[src/rtl/pow_pkg.sv]
package pow_pkg;

  typedef struct packed {
    logic init;  // latch operands, result <= 1
    logic step;  // result <= result * base, count down
  } ctrlStrobeT;

endpackage

[src/rtl/pow_datapath.sv]
module pow_datapath
  import pow_pkg::*;
#(
  parameter int DATA_W = 8,
  parameter int CNT_W  = 8
) (
  input  logic              clk,
  input  logic              rst,
  input  ctrlStrobeT        strb,
  input  logic [DATA_W-1:0] xIn,
  input  logic [CNT_W-1:0]  expIn,
  output logic [DATA_W-1:0] resultQ,
  output logic              zFlag
);

  localparam int PROD_W = 2 * DATA_W;

  logic [DATA_W-1:0] baseQ;
  logic [CNT_W-1:0]  cntQ;
  logic [PROD_W-1:0] prodFull;

  assign prodFull = resultQ * baseQ;
  assign zFlag    = (cntQ == '0);

  always_ff @(posedge clk) begin
    if (rst) begin
      baseQ   <= '0;
      cntQ    <= '0;
      resultQ <= '0;
    end else if (strb.init) begin
      baseQ   <= xIn;
      cntQ    <= expIn;
      resultQ <= DATA_W'(1);
    end else if (strb.step) begin
      resultQ <= prodFull[DATA_W-1:0];
      cntQ    <= cntQ - CNT_W'(1);
    end
  end

  // The loop must never step once the counter has reached its end.
  AST_STEP_NONZERO: assert property (@(posedge clk) disable iff (rst)
    strb.step |-> (cntQ != '0));

endmodule

[src/rtl/pow_control.sv]
module pow_control
  import pow_pkg::*;
(
  input  logic       clk,
  input  logic       rst,
  input  logic       start,
  input  logic       zFlag,
  output ctrlStrobeT strb,
  output logic       done
);

  typedef enum logic [1:0] {
    ST_IDLE = 2'd0,
    ST_RUN  = 2'd1,
    ST_FIN  = 2'd2
  } stateT;

  stateT stateQ, stateD;

  always_comb begin
    stateD    = stateQ;
    strb.init = 1'b0;
    strb.step = 1'b0;
    unique case (stateQ)
      ST_IDLE: begin
        if (start) begin
          strb.init = 1'b1;
          stateD    = ST_RUN;
        end
      end
      ST_RUN: begin
        if (zFlag) stateD    = ST_FIN;
        else       strb.step = 1'b1;
      end
      ST_FIN:  stateD = ST_IDLE;
      default: stateD = ST_IDLE;
    endcase
  end

  always_ff @(posedge clk) begin
    if (rst) stateQ <= ST_IDLE;
    else     stateQ <= stateD;
  end

  assign done = (stateQ == ST_FIN);

  AST_DONE_PULSE: assert property (@(posedge clk) disable iff (rst)
    done |=> !done);

  AST_ONE_STROBE: assert property (@(posedge clk) disable iff (rst)
    $onehot0({strb.init, strb.step}));

endmodule

[src/rtl/pow_unit.sv]
module pow_unit
  import pow_pkg::*;
#(
  parameter int DATA_W = 8,
  parameter int CNT_W  = 8
) (
  input  logic              clk,
  input  logic              rst,
  input  logic              start,
  input  logic [DATA_W-1:0] xIn,
  input  logic [CNT_W-1:0]  expIn,
  output logic [DATA_W-1:0] result,
  output logic              done
);

  ctrlStrobeT strb;
  logic       zFlag;

  pow_control u_ctrl (
    .clk   (clk),
    .rst   (rst),
    .start (start),
    .zFlag (zFlag),
    .strb  (strb),
    .done  (done)
  );

  pow_datapath #(.DATA_W(DATA_W), .CNT_W(CNT_W)) u_dp (
    .clk     (clk),
    .rst     (rst),
    .strb    (strb),
    .xIn     (xIn),
    .expIn   (expIn),
    .resultQ (result),
    .zFlag   (zFlag)
  );

  AST_DONE_AT_ZERO: assert property (@(posedge clk) disable iff (rst)
    done |-> zFlag);

  AST_RESULT_HOLD: assert property (@(posedge clk) disable iff (rst)
    done |=> $stable(result));

endmodule

[config.mk]
export PLATFORM = sky130hd
export DESIGN_NAME = pow_unit
export DESIGN_NICKNAME = d
export VERILOG_FILES = /design/src/rtl/pow_pkg.sv /design/src/rtl/pow_datapath.sv /design/src/rtl/pow_control.sv /design/src/rtl/pow_unit.sv
export SDC_FILE = /design/constraint.sdc
export NUM_CORES = 1
export LEC_CHECK = 0
export BUFFER_PORTS_ARGS = -buffer_cell sky130_fd_sc_hd__buf_4
export CAP_MARGIN = 0
export CORE_ASPECT_RATIO = 1.5
export CORE_MARGIN = 2
export CORE_UTILIZATION = 62
export DETAILED_ROUTE_END_ITERATION = 6
export PLACE_DENSITY = 0.87
export SLEW_MARGIN = 10
export SYNTH_ARGS = -nofsm -noshare
export SYNTH_HDL_FRONTEND = slang
export SYNTH_SLANG_ARGS = --single-unit
[constraint.sdc]
create_clock -name clk -period 7.6 [get_ports clk]
set_input_delay 0 -clock clk [delete_from_list [all_inputs] [get_ports clk]]
set_output_delay 0 -clock clk [all_outputs]
set_load 0.02 [all_outputs]
======== Word level (Yosys, flattened, before mapping) ========
Cells that the tools add are included.
storage, ports and cells
  flip-flop bits (word level) ............. 26
  logic and storage cells ................. 27
cells by class
  eq/ne operators ......................... 4
  add/subtract/negate cells ............... 1
  reductions and logical operators ........ 5
  multipliers ............................. 1
  mux-type cells .......................... 11
operators by type and width
  cell                                                    number
  2-to-1 mux 8 bit                                        2
  logical NOT 8 bit                                       1
  multiplier 8 x 8 -> 8 bit                               1
  subtractor 8 x 1 -> 8 bit (second input constant)       1
  2-to-1 mux 1 bit                                        6
  2-to-1 mux 2 bit                                        2
  case mux 2 bit (2 select lines)                         1
  == test 2 x 1 -> 1 bit (second input constant)          1
  == test 2 bit (second input constant)                   1
  logical NOT 2 bit                                       1
  inequality test 2 x 1 -> 1 bit (second input constant)  1
  inequality test 2 bit (second input constant)           1
  AND reduction 2 bit                                     1
  nonzero test 2 bit                                      1
  OR reduction 2 bit                                      1

======== Longest topological paths before layout ========
Gate-level depths: netlist of run 1.
  depth after elaboration ................. 5
  depth in mapped cells ................... 15
  gate-level depth less buffers ........... 15

======== Hierarchy ========
Synthesis of run 1 repeated with hierarchy kept, for this count alone.
second synthesis, totals
  cell total of the unflattened synthesis .. 216
  area total of the unflattened synthesis .. 1973.1 um2
by module, submodules not included
  module        area an instance (um2)  times used  sequential area each (um2)  cells each
  pow_datapath  1881.8                  1           480.5                       207
  pow_control   91.3                    1           40.0                        9

======== Worst setup path before layout of run 1 ========
Ideal clock, no wire load.
  path type ............................... register to register
  from .................................... register u_dp.resultQ[1]
  to ...................................... register u_dp.resultQ[7]
  cell stages (with the launch flop) ...... 14
  period minus slack after synthesis ...... 3.906 ns
  buffers on the path ..................... 0
  arrival time ............................ 3.782 ns
  data required time ...................... 7.477 ns
  setup time .............................. 0.123 ns
  path slack .............................. 3.694 ns
  path through ............................ dfxtp_1 nand2_1 fa_1 fa_1 inv_1 fa_1 inv_1 fa_1 xor2_1 xnor3_1 xnor3_1 xnor3_1 nand2_1 a21oi_2
between the ends
  longest elaborated chain between the ends .. 1
RTL lines
  what                       RTL line            text
  start: declaration         pow_datapath.sv:12  output logic [DATA_W-1:0] resultQ,
  start signal: assignment   pow_datapath.sv:35  resultQ <= prodFull[DATA_W-1:0];
  multiplier 8 x 8 -> 8 bit  pow_datapath.sv:22  assign prodFull = resultQ * baseQ;
Every way passes these cells.
A chain may end at the register's enable or synchronous reset.

======== Final worst setup path of run 1 ========
Ends and elaborated chain as after synthesis.

==> results of run 1 <==
[synth_stat cells, drive strengths merged]
cell | n | area share
a211oi | 7 | 0.026
a21o | 2 | 0.0075
a21oi | 16 | 0.048
a311oi | 1 | 0.0044
and2 | 17 | 0.057
clkbuf | 6 | 0.016
dfxtp | 26 | 0.26
fa | 12 | 0.12
ha | 18 | 0.11
inv | 29 | 0.055
mux2i | 4 | 0.020
nand2 | 43 | 0.081
nand2b | 2 | 0.0063
nand3 | 3 | 0.0075
nor2 | 16 | 0.030
nor2b | 1 | 0.0031
nor3 | 4 | 0.010
nor3b | 1 | 0.0038
nor4 | 1 | 0.011
o21a | 1 | 0.0038
o21ai | 2 | 0.0050
o21ba | 1 | 0.0050
xnor2 | 11 | 0.048
xnor3 | 3 | 0.034
xor2 | 5 | 0.022
[sequential cells by signal, indices dropped and copies added (netlist names)]
name,flops
u_ctrl.stateQ,2
u_dp.baseQ,8
u_dp.cntQ,8
u_dp.resultQ,8
[critical path, delay by kind of cell, from the launching register on]
family	cells	cell delay, ns
xor+xnor	4	1.08
fa+ha+maj	4	1.91
buf+inv	2	0.11
flops	1	0.46
simple gates	2	0.18
compound gates	1	0.16
[layout make-up]
type | count | share of cell area
Multi-Input combinational cell | 171 | 0.566
Sequential cell | 26 | 0.222
Timing Repair Buffer | 35 | 0.121
Inverter | 29 | 0.0464
Clock buffer | 4 | 0.0235
Tap cell | 40 | 0.0213
[placed cells by master (no fill, tap or decap)]
cell,Yosys,layout
xnor2_1,11,11
nand3_1,3,3
nor2_1,16,16
and2_2,5,5
nor3_1,4,4
dlygate4sd3_1,0,8
clkbuf_8,1,4
nor4_4,1,1
dfxtp_1,26,26
and2_1,12,12
nand2_1,43,43
o21ai_0,2,2
a21oi_4,1,1
nor3b_1,1,1
xor2_1,5,5
nand2b_1,2,2
xnor3_1,3,3
a311oi_1,1,1
fa_1,12,12
a211oi_1,7,7
nor2b_1,1,1
mux2i_1,4,4
o21a_1,1,1
ha_1,18,18
a21oi_1,14,14
a21oi_2,1,1
buf_4,0,27
inv_1,29,29
a21o_1,2,2
o21ba_2,1,1
[power by group through the flow]
stage	logic, W	registers, W	clock network, W
4_1_cts	0.0000799	0.000163	0.0000894
3_3_place_gp	0.0000741	0.000166	0
5_1_grt	0.0000896	0.000165	0.0000954
6_report	0.0000806	0.000163	0.0000886
2_1_floorplan	0.0000563	0.000163	0
3_5_place_dp	0.0000757	0.000166	0
[worst paths after layout]
| kind | from | endpoint | depth (start not counted) |
|---|---|---|---|
| worst max-delay path | u_dp.resultQ[1]$_SDFFE_PP0P_ | u_dp.resultQ[7]$_SDFFE_PP0P_ | 13 |
| worst min-delay path | expIn[7] | u_dp.cntQ[7]$_SDFFE_PP0P_ | 3 |
| worst max register to register | u_dp.resultQ[1]$_SDFFE_PP0P_ | u_dp.resultQ[7]$_SDFFE_PP0P_ | 13 |
| worst min register to register | u_dp.baseQ[7]$_SDFFE_PP0P_ | u_dp.baseQ[7]$_SDFFE_PP0P_ | 2 |
[stage by stage]
step	instances	worst slack (ns)	util	total power [W]
floorplan	232	3.69	-	0.000220
finish	305	3.65	0.758	0.000332
CTS	305	3.65	0.758	0.000332
detailed placement	293	3.68	0.714	0.000242
global route	305	3.39	0.758	0.000350
global placement	293	3.74	0.714	0.000240
[per-layer routing]
metal | vias to the layer above | GRT usage | share of wire
met1 | 793 | 0.280 | 0.37
met3 | 12 | 0.0203 | 0.021
li1 | 807 | - | -
met2 | 35 | 0.523 | 0.57
met5 | - | 0 | 0
met4 | 0 | 0.127 | 0.032
[cell families after synthesis]
kind of cell | after synthesis | synth area share
multiplexers | 4 | 0.0201
flip-flops | 26 | 0.261
AO/OA/AOI/OAI | 30 | 0.0999
AND/OR/NAND/NOR | 88 | 0.209
adder cells (fa/ha/maj) | 30 | 0.234
XOR/XNOR | 19 | 0.104
buffers and inverters | 35 | 0.0710
==> metrics.md, run 1 <==
| Metric | Value |
|---|---|
| Pre-antenna DRT Iters | 4 |
| Dpl hpwl | 3.21 mm |
| Max FO, Critical Path | 9 |
| Sequential cell fraction of total power | 0.491 |
| CTS tree | built |
| Initial Util | 0.643 |
| Leak | 1.11 nW |
| Final Skew | 0.00291 ns |
| Yosys cell types | 29 |
| Setup TNS | 0 ns |
| Period Utilization, post-route | 0.520 |
| Hold buffers post-CTS | 8 |
| DR vias | 1,647 |
| Largest net degree at the start of global routing | 24 |
| CP cell instances | nand2_1 > fa_1 > fa_1 > inv_1 > fa_1 > inv_1 > fa_1 > xor2_1 > xnor3_1 > xnor3_1 > xnor3_1 > nand2_1 > a21oi_2 |
| H-tree level count | 1 |
| Post-Syn Instances | 232 |
| Clk slew on worst S/H paths | 0.09 ns |
| DR WL/cell | 14.7 um |
| Final WL | 4.49 mm |
| Count of input and output buffers | 27 |
| First DRT Iteration DRCs | 38 |
| Footprint of the multi-input gates | 1330 um^2 |
| Area Overhead vs Synth | 17.9% |
| Post-cts sizing count | 0 |
| Total GRT Usage | 0.267 |
| Initial antenna violation count | 0 |
| Die Wd | 50.3 um |
| Status | finished, final reports clean |
| First-pass GRT wire length | 7.40 mm |
| Final net count | 315 |
| Drc violations | 0 |
| Clock Latency Late Sink | 0.27 ns |
| Peak VDD IR | 0.156 mV |
| RSZ-0062 raised after global routing | false |
| Fin. Hold Viols | 0 |
| Gr ovfl total | 0 |
| Max_cap viols | 0 |
| CP Data Required Time | 7.81 ns |
| Hold Path Class | primary input to flip-flop |
| Post-layout min period | 3.95 ns |
| Startpoint types | flip-flop |
| Worst rel slew slack | 0.511 |
| Post-Syn Nets | 281 |
| Reg2reg setup slack | 3.65 ns |
| Combinational fraction of design power | 0.242 |
| N_diodes | 0 |
| Max-slew violation count | 0 |
| Fmax | 253 MHz |
| Post-route cell area | 2350 um^2 |
| FF+latch area | 520 um^2 |
| Crit-path max cell delay | 0.55 ns |
| Crit path kind | flip-flop to flip-flop |
| Net Sw Power | 0.000102 W |
| Syn. warnings | 0 |
| Core Region | 3100 um^2 |
| Critical Path AT | 4.16 ns |
| I/O pin cnt | 28 |
| Die Area | 3690 um^2 |
| FILL cells | 228 |
| Synthesized cell area | 1990 um^2 |
| Switching Share | 0.306 |
| Clock share of power | 0.266 |
| Slew @ Worst Pin | 0.731 ns |
| Post-synthesis sequential area ratio | 0.261 |
| Die height | 73.4 um |
| Share of cells above drive strength 1 | 0.151 |
| Clock buffer count from CTS | 3 |
| Postcts setup bufs | 0 |
| CP max-delay cell | fa_1 |
| Placed instance area | 2210 um^2 |
| Synthesized flop and latch total | 26 |
| Syn avg cell area | 8.58 um^2 |
| Number of antenna-violating nets in the routed design | 0 |
| CTS max path bufs | 2 |
| Int Pwr | 0.000231 W |
| Count of final setup violators | 0 |
| Vias per Instance | 5.40 |
| Root buffer cell | clkbuf_8 |
| Number of clock sinks | 26 |
| Crit path capture type | flip-flop |
| Most frequent CP cell | fa_1 |
| Gpl congestion | 0.909 |
| PwrDens | 142 nW/um^2 |
| Number of global-route vias before repair | 1,656 |
| Hold WS | 0.0156 ns |
| Rows | 25 |
(Power assumes the default switching activity.)
==> inputs of run 2 (changes only) <==
--- a/config.mk
+++ b/config.mk
@@ -5,13 +5,14 @@
 export SDC_FILE = /design/constraint.sdc
 export NUM_CORES = 1
 export LEC_CHECK = 0
+export ABC_AREA = 1
 export BUFFER_PORTS_ARGS = -buffer_cell sky130_fd_sc_hd__buf_4
 export CAP_MARGIN = 0
 export CORE_ASPECT_RATIO = 1.5
 export CORE_MARGIN = 2
-export CORE_UTILIZATION = 62
+export CORE_UTILIZATION = 53
 export DETAILED_ROUTE_END_ITERATION = 6
-export PLACE_DENSITY = 0.87
+export PLACE_DENSITY = 0.79
 export SLEW_MARGIN = 10
 export SYNTH_ARGS = -nofsm -noshare
 export SYNTH_HDL_FRONTEND = slang
==> constraint.sdc (replaced) <==
create_clock -name clk -period 3.3 [get_ports clk]
set_input_delay 0 -clock clk [delete_from_list [all_inputs] [get_ports clk]]
set_output_delay 0 -clock clk [all_outputs]
set_load 0.02 [all_outputs]
==> run 2 against run 1 <==
  * Combinational power grew to 5.2 times the previous value
  * Sequential cell count stayed put
  * Global-route usage is 2.5 points lower
  * Count of clock-buffer cells in the layout stayed put
  * Core utilization is 8.3 points lower
  * Via count is 30% higher
  * Cell count is 36% higher
  * Wire length is 22% higher
  * The run now ends with negative setup slack left
  * Largest power group is now combinational logic
  * Non-clock buffer count is 20 higher
==> metrics.md, run 2 <==
| Metric | Value |
|---|---|
| Final core occ | 0.675 (was 0.758) |
| Crit-path max cell delay | 0.49 ns (was 0.55 ns) |
| Hold Path Class | primary input to flip-flop (unchanged) |
| DR vias | 2,134 (was 1,647) |
| Most common cell after layout, fill and taps aside | inv_1 (was nand2_1) |
| Synthesized flop and latch total | 26 (unchanged) |
| Share of the synthesized area in the top cell type | 0.227 (was 0.261) |
| First-pass GRT wire length | 9.14 mm (was 7.40 mm) |
| Status | finished, violations left (was finished, final reports clean) |
| Number of antenna-violating nets in the routed design | 0 (unchanged) |
| N_diodes | 0 (unchanged) |
| Top-count cell post-synth | inv_1 (was nand2_1) |
| CTS max path bufs | 2 (unchanged) |
| Leak | 1.53 nW (was 1.11 nW) |
| RSZ-0062 raised after global routing | true (was false) |
| Vias per Instance | 5.13 (was 5.40) |
| Most frequent CP cell | nand2_1 (was fa_1) |
| Int Pwr | 0.000634 W (was 0.000231 W) |
| FILL cells | 355 (was 228) |
| DR WL/cell | 13.2 um (was 14.7 um) |
| Post-Syn Instances | 323 (was 232) |
| Crit path capture type | flip-flop (unchanged) |
| Met2 routed WL | 3.11 mm (was 2.57 mm) |
| Setup slack at placement | -0.157 ns (was 3.68 ns) |
| CP cell instances | nand2_4 > fa_2 > fa_1 > inv_1 > fa_1 > inv_2 > fa_1 > inv_2 > ha_4 > a21oi_2 > nand2_1 > nand2_1 > nand2_1 > inv_1 > nand2_2 > nand2_1 > nand2_1 > nand2_1 > a21oi_2 (was nand2_1 > fa_1 > fa_1 > inv_1 > fa_1 > inv_1 > fa_1 > xor2_1 > xnor3_1 > xnor3_1 > xnor3_1 > nand2_1 > a21oi_2) |
| Worst rel slew slack | 0.641 (was 0.511) |
| CP max-delay cell | fa_1 (unchanged) |
| Period Utilization, post-route | 1.04 (was 0.520) |
| Net Sw Power | 0.000396 W (was 0.000102 W) |
| Core Region | 4210 um^2 (was 3100 um^2) |
| Largest net degree at the start of global routing | 26 (was 24) |
| Gpl congestion | 0.893 (was 0.909) |
| Final Skew | 0.00182 ns (was 0.00291 ns) |
| Total GRT Usage | 0.243 (was 0.267) |
| Peak VDD IR | 0.339 mV (was 0.156 mV) |
| Die Area | 4890 um^2 (was 3690 um^2) |
| Share of cells above drive strength 1 | 0.276 (was 0.151) |
| CP Data Required Time | 3.47 ns (was 7.81 ns) |
| Dpl hpwl | 4.28 mm (was 3.21 mm) |
| Post-synth EDFFs | 0 (unchanged) |
| Fin. Hold Viols | 0 (unchanged) |
| Switching Share | 0.385 (was 0.306) |
| Final WL | 5.50 mm (was 4.49 mm) |
| Largest area contributor in the netlist | dfxtp_1 (unchanged) |
| Rows | 29 (was 25) |
| Initial antenna violation count | 0 (unchanged) |
| Critical Path AT | 3.60 ns (was 4.16 ns) |
| Gr ovfl total | 0 (unchanged) |
| Number of clock sinks | 26 (unchanged) |
| H-tree level count | 1 (unchanged) |
| Max-slew violation count | 0 (unchanged) |
| Crit path max-delay family | adder cells (unchanged) |
| Count of input and output buffers | 27 (unchanged) |
| Clock Latency Late Sink | 0.28 ns (was 0.27 ns) |
| Setup ws final | -0.124 ns (was 3.65 ns) |
| Sequential cell fraction of total power | 0.379 (was 0.491) |
| Highest Signal Layer | met4 (unchanged) |
| Slew @ Worst Pin | 0.539 ns (was 0.731 ns) |
| Number of global-route vias before repair | 2,146 (was 1,656) |
| PwrDens | 363 nW/um^2 (was 142 nW/um^2) |
| Syn avg cell area | 7.11 um^2 (was 8.58 um^2) |
| Die height | 84.6 um (was 73.4 um) |
| Root buffer cell | clkbuf_8 (unchanged) |
| Post-layout min period | 3.42 ns (was 3.95 ns) |
| Initial Util | 0.545 (was 0.643) |
| Crit path buffers/inverters | 4 (was 2) |
| Drc violations | 0 (unchanged) |
| Max_cap viols | 0 (unchanged) |
| I/O pin cnt | 28 (unchanged) |
| FFs w/ async S/R, synth | 0 (unchanged) |
| Die Wd | 57.7 um (was 50.3 um) |
| Top flop regs | u_dp.baseQ x8, u_dp.cntQ x8, u_dp.resultQ x8 (unchanged) |
| Max FO, Critical Path | 4 (was 9) |
| Area Overhead vs Synth | 23.7% (was 17.9%) |
| Clock buffer count from CTS | 3 (unchanged) |
| Most frequent cells in the layout | inv_1 (61), nand2_1 (60), buf_4 (45) (was nand2_1 (43), inv_1 (29), buf_4 (27)) |
| Fmax | 292 MHz (was 253 MHz) |
| Final net count | 420 (was 315) |
| Crit path kind | flip-flop to flip-flop (unchanged) |
| Synth Flop Type | dfxtp_1 (unchanged) |
| Failing checks | negative setup slack |
| Syn. warnings | 0 (unchanged) |
| Startpoint types | flip-flop (unchanged) |
| Combinational fraction of design power | 0.408 (was 0.242) |
| Clk slew on worst S/H paths | 0.10 ns (was 0.09 ns) |
| Count of final setup violators | 1 (was 0) |
| Leading post-synthesis cells by cell area | dfxtp_1 (23%), fa_1 (10%), inv_1 (10%), nand2_1 (10%), ha_1 (9.8%) (was dfxtp_1 (26%), fa_1 (12%), ha_1 (11%), nand2_1 (8.1%), inv_1 (5.5%)) |
| Post-Syn Nets | 372 (was 281) |
| FF+latch area | 539 um^2 (was 520 um^2) |
| Met3 wire length | 146 um (was 96 um) |
| Pre-antenna DRT Iters | 4 (unchanged) |
| Post-synthesis sequential area ratio | 0.227 (was 0.261) |
| Yosys cell types | 37 (was 29) |
| Synth cell count leaders | inv_1 (64), nand2_1 (63), nor2_1 (37) (was nand2_1 (43), inv_1 (29), dfxtp_1 (26)) |
| M1 WL | 2.04 mm (was 1.68 mm) |
| Synthesized cell area | 2300 um^2 (was 1990 um^2) |
| Footprint of the multi-input gates | 1480 um^2 (was 1330 um^2) |
| Clock share of power | 0.213 (was 0.266) |
| CTS tree | built (unchanged) |
| Postcts setup bufs | 0 (unchanged) |
| First DRT Iteration DRCs | 76 (was 38) |
run 2: cell count changes after synthesis, moves of 5 or more:
cell | before | now
nand3_1 | 3 | 13
xnor2_1 | 11 | 0
nor2_1 | 16 | 37
and2_2 | 5 | 0
a211oi_1 | 7 | 1
inv_1 | 29 | 64
nand2_2 | 0 | 14
and2_1 | 12 | 0
a21oi_1 | 14 | 7
nand2_1 | 43 | 63
o21ai_0 | 2 | 16
run 2: worst register-to-register path, stage by stage, from the launching register on:
cell and delay (ns):
dfxtp_4 0.39, nand2_4 0.06, fa_2 0.38, fa_1 0.49, inv_1 0.05, fa_1 0.49
inv_2 0.04, fa_1 0.49, inv_2 0.05, ha_4 0.22, a21oi_2 0.14, nand2_1 0.07
nand2_1 0.05, nand2_1 0.06, inv_1 0.07, nand2_2 0.05, nand2_1 0.06, nand2_1 0.05
nand2_1 0.07, a21oi_2 0.05
run 2: final cells by class:
class / instances / share of cell area
Clock buffer: 4 / 0.0194
Inverter: 70 / 0.0934
Multi-Input combinational cell: 215 / 0.522
Sequential cell: 26 / 0.190
Tap cell: 46 / 0.0203
Timing Repair Buffer: 55 / 0.155
run 2: cells by family (layout without fill, tap and decap cells):
| logic type | Yosys count | in the layout | share of synthesized area |
|---|---|---|---|
| adder cells (fa/ha/maj) | 30 | 30 | 0.203 |
| AO/OA/AOI/OAI | 38 | 38 | 0.0997 |
| XOR/XNOR | 5 | 5 | 0.0191 |
| flip-flops | 26 | 26 | 0.227 |
| buffers and inverters | 82 | 129 | 0.156 |
| AND/OR/NAND/NOR | 142 | 142 | 0.296 |
run 2: path summary, 6_finish.rpt:
kind                                               startpoint                             to  slack [ns]  depth (start not counted)
worst max-delay path             u_dp.resultQ[3]$_SDFFE_PP0P_   u_dp.resultQ[7]$_SDFFE_PP0P_       -0.12                         19
worst min-delay path                                 expIn[0]      u_dp.cntQ[0]$_SDFFE_PP0P_       0.009                          3
worst max register to register   u_dp.resultQ[3]$_SDFFE_PP0P_   u_dp.resultQ[7]$_SDFFE_PP0P_       -0.12                         19
worst min register to register  u_ctrl.stateQ[1]$_SDFFE_PP0P_  u_ctrl.stateQ[1]$_SDFFE_PP0P_        0.46                          1
run 2: power by group through the flow:
stage / registers (W) / clock network (W) / logic [W]
detailed placement: 0.000394 / 0 / 0.000403
finish: 0.000391 / 0.000219 / 0.000420
global placement: 0.000393 / 0 / 0.000391
CTS: 0.000389 / 0.000221 / 0.000415
global route: 0.000396 / 0.000233 / 0.000471
floorplan: 0.000399 / 0 / 0.000287
run 2: per-layer routing:
| metal | vias up | GRT usage |
|---|---|---|
| li1 | 1078 | - |
| met1 | 987 | 0.252 |
| met2 | 50 | 0.461 |
| met3 | 19 | 0.0277 |
| met4 | 0 | 0.116 |
| met5 | - | 0 |
run 2: timing repair:
item,4_1_cts,5_1_grt
endpoints found under the hold margin,12,1
gates resized for setup,9,5
endpoints found under the setup margin,2,2
pin swaps,2,3
hold buffers,8,1
run 2: metrics by stage:
step	hold slack [ns]	setup TNS (ns)	cells	power (W)	instance area, um^2
2_1_floorplan	0.166	-0.120	323	0.000686	2350
3_3_place_gp	0.251	-0.106	403	0.000785	2650
3_5_place_dp	0.250	-0.274	403	0.000797	2650
4_1_cts	0.00255	-0.105	415	0.00103	2820
5_1_grt	0.0348	-0.288	416	0.00110	2840
6_report	0.00867	-0.124	416	0.00103	2840
